<file path="src/rtl/tcs_pkg.sv">
package tcs_pkg;
  localparam int unsigned RES_W = 3;

  typedef enum logic [RES_W-1:0] {
    RES_NONE    = 3'd0,
    RES_MATCH   = 3'd1,
    RES_NOMATCH = 3'd2,
    RES_HARDERR = 3'd3,
    RES_DISC    = 3'd4,
    RES_RESET   = 3'd5,
    RES_SYNC    = 3'd6,
    RES_RSVD    = 3'd7
  } res_code_e;

  typedef enum logic [2:0] {
    ST_RESET,
    ST_ON,
    ST_OFF,
    ST_MCAST,
    ST_TRST,
    ST_BYP,
    ST_BYP_TRST
  } status_e;
endpackage

</file>
<file path="src/rtl/tcs_status_ctrl.sv">
module tcs_status_ctrl
  import tcs_pkg::*;
(
  input  logic             clk_i,
  input  logic             rst_ni,
  input  logic             bypass_ni,
  input  logic             res_valid_i,
  input  logic [RES_W-1:0] res_code_i,
  output status_e          status_o
);
  status_e proto_q;

  always_ff @(posedge clk_i or negedge rst_ni) begin
    if (!rst_ni) begin
      proto_q <= ST_RESET;
    end else if (bypass_ni && res_valid_i) begin
      case (res_code_e'(res_code_i))
        RES_MATCH:                      proto_q <= ST_ON;
        RES_NOMATCH, RES_HARDERR,
        RES_DISC:                       proto_q <= ST_OFF;
        RES_RESET:                      proto_q <= ST_RESET;
        RES_SYNC:                       proto_q <= ST_MCAST;
        default:                        proto_q <= proto_q;
      endcase
    end
  end

  // bypass outranks test reset, which outranks the protocol status
  always_comb begin
    if (!bypass_ni)  status_o = rst_ni ? ST_BYP : ST_BYP_TRST;
    else if (!rst_ni) status_o = ST_TRST;
    else             status_o = proto_q;
  end

  a_r5_bypass_freezes: assert property (@(posedge clk_i) disable iff (!rst_ni)
    !bypass_ni |=> $stable(proto_q));
  a_r10_no_strobe_no_change: assert property (@(posedge clk_i) disable iff (!rst_ni)
    !res_valid_i |=> $stable(proto_q));
endmodule

</file>
<file path="src/rtl/tcs_out_mux.sv">
module tcs_out_mux
  import tcs_pkg::*;
(
  input  logic    clk_i,
  input  logic    rst_ni,
  input  status_e status_i,
  input  logic    ptms_i,
  input  logic    ptdi_i,
  input  logic    stdi_i,
  output logic    stms_o,
  output logic    stdo_o,
  output logic    stdo_oe_o,
  output logic    ptdo_o,
  output logic    ptdo_oe_o,
  output logic    connect_no
);
  logic hold_q;

  // tracks the driven level at every edge outside OFF
  always_ff @(posedge clk_i or negedge rst_ni) begin
    if (!rst_ni)                 hold_q <= 1'b1;
    else if (status_i != ST_OFF) hold_q <= stms_o;
  end

  assign stdo_o = ptdi_i;
  assign ptdo_o = stdi_i;

  always_comb begin
    stms_o     = 1'b1;
    stdo_oe_o  = 1'b0;
    ptdo_oe_o  = 1'b0;
    connect_no = 1'b1;
    case (status_i)
      ST_BYP, ST_ON: begin
        stms_o = ptms_i; stdo_oe_o = 1'b1; ptdo_oe_o = 1'b1; connect_no = 1'b0;
      end
      ST_BYP_TRST: begin
        stdo_oe_o = 1'b1; ptdo_oe_o = 1'b1; connect_no = 1'b0;
      end
      ST_MCAST: begin
        stms_o = ptms_i; stdo_oe_o = 1'b1; connect_no = 1'b0;
      end
      ST_OFF:  stms_o = hold_q;
      default: ;
    endcase
  end

  a_r12_off_holds_stms: assert property (@(posedge clk_i) disable iff (!rst_ni)
    (status_i == ST_OFF && $past(status_i == ST_OFF)) |-> $stable(stms_o));
endmodule

</file>
<file path="src/rtl/tap_connect_switch.sv">
module tap_connect_switch
  import tcs_pkg::*;
(
  input  logic             clk_i,
  input  logic             rst_ni,
  input  logic             bypass_ni,
  input  logic             ptms_i,
  input  logic             ptdi_i,
  input  logic             stdi_i,
  input  logic             res_valid_i,
  input  logic [RES_W-1:0] res_code_i,
  output logic             stck_o,
  output logic             strst_no,
  output logic             stms_o,
  output logic             stdo_o,
  output logic             stdo_oe_o,
  output logic             ptdo_o,
  output logic             ptdo_oe_o,
  output logic             connect_no
);
  status_e status;

  assign stck_o   = clk_i;
  assign strst_no = rst_ni;

  tcs_status_ctrl i_status (
    .clk_i       (clk_i),
    .rst_ni      (rst_ni),
    .bypass_ni   (bypass_ni),
    .res_valid_i (res_valid_i),
    .res_code_i  (res_code_i),
    .status_o    (status)
  );

  tcs_out_mux i_out (
    .clk_i      (clk_i),
    .rst_ni     (rst_ni),
    .status_i   (status),
    .ptms_i     (ptms_i),
    .ptdi_i     (ptdi_i),
    .stdi_i     (stdi_i),
    .stms_o     (stms_o),
    .stdo_o     (stdo_o),
    .stdo_oe_o  (stdo_oe_o),
    .ptdo_o     (ptdo_o),
    .ptdo_oe_o  (ptdo_oe_o),
    .connect_no (connect_no)
  );

  a_r4_trst_bypass_tms_high: assert property (@(posedge clk_i)
    (!bypass_ni && !rst_ni) |-> (stms_o && !connect_no && ptdo_oe_o));
  a_r3_bypass_connects: assert property (@(posedge clk_i)
    !bypass_ni |-> (!connect_no && stdo_oe_o && ptdo_oe_o));
  a_r1_idle_floats: assert property (@(posedge clk_i)
    connect_no |-> (!stdo_oe_o && !ptdo_oe_o));
  a_r9_mcast_only_floats_ptdo: assert property (@(posedge clk_i) disable iff (!rst_ni)
    (!connect_no && !ptdo_oe_o) |-> (bypass_ni && stdo_oe_o));
endmodule

</file>
<file path="config.mk">
export PLATFORM = sky130hd
export DESIGN_NAME = tap_connect_switch
export DESIGN_NICKNAME = d
export VERILOG_FILES = /design/src/rtl/tcs_pkg.sv /design/src/rtl/tcs_status_ctrl.sv /design/src/rtl/tcs_out_mux.sv /design/src/rtl/tap_connect_switch.sv
export SDC_FILE = /design/constraint.sdc
export NUM_CORES = 1
export LEC_CHECK = 0
export BUFFER_PORTS_ARGS = -buffer_cell sky130_fd_sc_hd__buf_2
export CAP_MARGIN = 20
export CORE_AREA = 2 2 39 41
export DETAILED_ROUTE_END_ITERATION = 16
export DIE_AREA = 0 0 41 43
export PLACE_DENSITY = 0.49
export SYNTH_ARGS = -nofsm -noshare
export SYNTH_HDL_FRONTEND = slang
export SYNTH_SLANG_ARGS = --single-unit
</file>
<file path="constraint.sdc">
create_clock -name clk_i -period 1.12 [get_ports clk_i]
set_clock_uncertainty 0.05 [all_clocks]
set_input_delay 0.168 -clock clk_i [delete_from_list [all_inputs] [get_ports clk_i]]
set_output_delay 0.168 -clock clk_i [all_outputs]
set_load 0.005 [all_outputs]
</file>
* Word level (Yosys, flattened, before mapping)
Index checks and enable logic that the tools add are counted.
Storage, ports and cells: bits in registers 4, bits of input ports 10, output and inout port bits 8, logic and storage cells 29
Operators by class: eq/ne operators 12, mux-type cells 8, reductions and logical operators 7
Operator list (number):
- $eq A3 B3 Y1 const B | 5
- $eq A3 B2 Y1 const B | 4
- $pmux W3 S4 | 1
- $reduce_or A3 Y1 | 3
- $eq A3 B1 Y1 const B | 2
- $mux W3 | 2
- $reduce_bool A4 Y1 | 1
- $reduce_or A4 Y1 | 1
- $mux W1 | 3
- $ne A3 B2 Y1 const B | 1
- $mux W2 | 1
- $pmux W1 S2 | 1
- $reduce_and A2 Y1 | 1
- $logic_and A1 B1 Y1 | 1

* Longest topological paths before layout
depth after elaboration 5, mapped depth 3, gate-level depth less buffers 3

* Cells and area by module
From an unflattened synthesis, not the netlist that was laid out.
Unflattened totals: cells, all modules 33, area, all modules 284.0 µm²
Modules (own cells, without submodules):
- tcs_status_ctrl | instances 1, cells an instance 19, area each 145.1 µm², sequential area each 50.0 µm²
- tcs_out_mux | instances 1, cells an instance 12, area each 123.9 µm², sequential area each 26.3 µm²
- tap_connect_switch | instances 1, cells an instance 2, area each 15.0 µm², sequential area each 0.0 µm²

==> impl_metrics.py <==
metrics = {
    "floorplan": {
        "rows": 14,
        "core_um2": 1384,
        "die-area_um2": 1763,
        "start_util": 0.1582,
        "die_y_um": 43,
        "ios": 18,
        "chipWidth_um": 41,
    },
    "power": {
        "ir_drop_v": 0.0006598,
        "power.leakage_nw": 0.1995,
        "power_mw": 0.7030,
        "pwr_density_cell_nw_per_um2": 1703,
        "p_sw_frac": 0.2682,
        "p_seq_frac": 0.200,
        "clkPwrFrac": 0.542,
        "p_int_mw": 0.5145,
        "switchingPower_mw": 0.1885,
        "p_comb_frac": 0.258,
    },
    "yosys": {
        "yosysWarnings": 0,
        "synth-simple-area-share": 0.1371,
        "synth_top_family_by_area": "compound AO/OA/AOI/OAI gates",
        "synth_compound_area_frac": 0.2457,
        "ys_types": 14,
        "ys_seq_area_frac": 0.3486,
        "synth_area_um2": 219.0,
        "postSynthCellCount": 26,
        "synth_seq_cells": 3,
        "synth_xor_area_frac": 0.08000,
        "synth_nets": 36,
        "synthAdderAreaFrac": 0,
        "avgSynthCellArea_um2": 8.422,
        "synth.area.mux_share": 0,
    },
    "clocking": {
        "cts.reportedPaths.clkPinSlew_ns": 0.04,
        "clkLatencyLatePin_ns": 0.35,
        "cts_tree": "done",
    },
    "place": {
        "place.gp.congestion": 0.6108,
        "dp_slack_ns": -0.06063,
        "dp_hpwl_um": 366.8,
        "portBuffers": 13,
        "placed_cell_area_um2": 281.5,
    },
    "worst_setup_path": {
        "cp.arrival_ns": 1.28,
        "endpoint_kind": "output pin",
        "criticalPathCategory": "register to output pin",
        "crit_slowest_cell": "dfstp_2",
        "crit_path_max_fanout": 2,
        "path_delay_family": "flip-flops",
        "path_cells": "and4bb_2 > o21ai_1 > buf_2",
        "critPathMaxStageDelay_ns": 0.50,
        "required_ns": 0.90,
        "critPathBufInv": 1,
        "worstSetupStartpointType": "register",
    },
    "finish": {
        "syn_to_final_growth_pct": 88.57,
        "regArea_um2": 76.32,
        "num-nets-final": 58,
        "nFillCells": 165,
        "final_area_um2": 412.9,
        "antenna_cells": 0,
        "multi_input_area_um2": 120.1,
        "drive_gt1_frac": 0.5957,
    },
    "route": {
        "drc_errors": 0,
        "vias": 249,
        "dr.pass1.iters": 4,
        "routed_via_density": 3.952,
        "drtIter0Drc": 5,
        "wire_per_inst_um": 8.778,
        "finalWirelength_um": 553,
        "drtAntennaViolNets": 0,
    },
    "sta": {
        "worst_pin_slew_ns": 0.1607,
        "hold_ws_ns": 0.09078,
        "grt_setup_unrepaired": "yes",
        "setup_viol": 4,
        "fin_ws_ns": -0.3766,
        "fin_crit_sh": 1.336,
        "tns_ns": -0.9679,
        "slew_headroom": 0.8918,
        "drv_slew": 0,
        "final_hold_viol_count": 0,
        "fmax_ghz": 0.6682,
        "layout_min_cycle_time_ns": 1.497,
    },
    "job": {
        "maxCapViolations": 0,
    },
    "global_routing": {
        "antenna_found_initial": 0,
        "grt_max_degree": 7,
        "grtUsageTotal": 0.08040,
        "grt_pass1_wl_um": 814,
        "grt_pass1_vias": 250,
        "grt.overflow.total": 0,
    },
    "min_path": {
        "hold_path_class": "input pin to register",
    },
    "status": {
        "violations": "setup timing",
        "status": "complete, but fails checks",
    },
}
-- worst paths after layout --
check / slack, ns / cells after the start / end / from
max in group asynchronous: 0.60 / 2 / i_out.hold_q$_DFFE_PN1P_ / rst_ni
setup / recovery: -0.38 / 3 / stms_o / i_out.hold_q$_DFFE_PN1P_
setup reg to reg: 0.10 / 4 / i_status.proto_q[1]$_DFFE_PN0P_ / i_status.proto_q[1]$_DFFE_PN0P_
min in group asynchronous: 0.20 / 2 / i_status.proto_q[1]$_DFFE_PN0P_ / rst_ni
hold reg to reg: 0.59 / 3 / i_status.proto_q[0]$_DFFE_PN0P_ / i_status.proto_q[0]$_DFFE_PN0P_
hold / removal: 0.09 / 3 / i_status.proto_q[1]$_DFFE_PN0P_ / res_valid_i
-- flip-flops by register name, summed over array words and instances, names as in the netlist --
register / cells
i_status.proto_q: 2
i_out.hold_q: 1
-- cell usage in the layout, fill, tap and decap left out, drive strengths merged --
cell	n
a21oi	2
dfstp	1
dfrtp	2
clkbuf	6
buf	16
o22ai	1
xnor2	2
or2	1
o21a	1
a31oi	1
nand2	3
inv	3
o21ai	4
dlygate4sd3	3
and4bb	1
-- logic make-up after synthesis --
logic type | Yosys count
AO/OA/AOI/OAI | 9
buffers and inverters | 7
AND/OR/NAND/NOR | 5
flip-flops | 3
XOR/XNOR | 2
-- cell usage after synthesis (all sizes together) --
| cell | instances | area, um2 |
|---|---|---|
| a21oi | 2 | 10.01 |
| buf | 4 | 30.03 |
| o21a | 1 | 7.510 |
| nand2 | 3 | 11.26 |
| dfstp | 1 | 26.28 |
| o22ai | 1 | 6.260 |
| xnor2 | 2 | 17.52 |
| or2 | 1 | 6.260 |
| inv | 3 | 11.26 |
| and4bb | 1 | 12.51 |
| o21ai | 4 | 23.77 |
| a31oi | 1 | 6.260 |
| dfrtp | 2 | 50.05 |
-- power groups by stage --
stage | sequential (mW) | clock, mW | combinational [mW]
after global routing | 0.144 | 0.415 | 0.201
after global placement | 0.139 | 0.0388 | 0.113
after CTS | 0.138 | 0.401 | 0.121
final | 0.141 | 0.381 | 0.182
after detailed placement | 0.139 | 0.0388 | 0.113
after floorplan | 0.140 | 0.0579 | 0.0643
-- through the flow --
| step | util | std cells |
|---|---|---|
| final | 0.2984 | 63 |
| after floorplan | - | 26 |
| after global routing | 0.2984 | 63 |
| after CTS | 0.2595 | 61 |
| after global placement | 0.2034 | 52 |
| after detailed placement | 0.2034 | 52 |
-- worst register-to-register path, cell delays in order (launching register included) --
cell and delay, ns:
dfrtp_1 0.38, buf_6 0.12, buf_4 0.12, o22ai_1 0.15
a21oi_1 0.08
-- per-layer routing --
layer / global-route usage / part of all wire / wire length, um / vias up
met5: 0 / 0 / 0 / -
met2: 0.1125 / 0.59 / 328 / 10
met4: 0.1200 / 0 / 0 / 0
met1: 0.05161 / 0.32 / 176 / 113
li1: - / - / - / 126
met3: 0.05236 / 0.087 / 48 / 0
-- layout make-up --
type	instances	share of cell area
Timing Repair Buffer	18	0.3212
Multi-Input combinational cell	16	0.2909
Sequential cell	3	0.1848
Clock buffer	7	0.1273
Tap cell	16	0.04848
Inverter	3	0.02727
-- repair_timing --
| item | 4_1_cts | 5_1_grt |
|---|---|---|
| hold endpoints to repair | 4 | 0 |
| pin swaps | 1 | 1 |
| buffers inserted | 0 | 2 |
| resized for setup | 2 | 11 |
| endpoints found under the setup margin | 5 | 4 |
| hold buffers | 3 | 0 |
(Power assumes the default switching activity.)
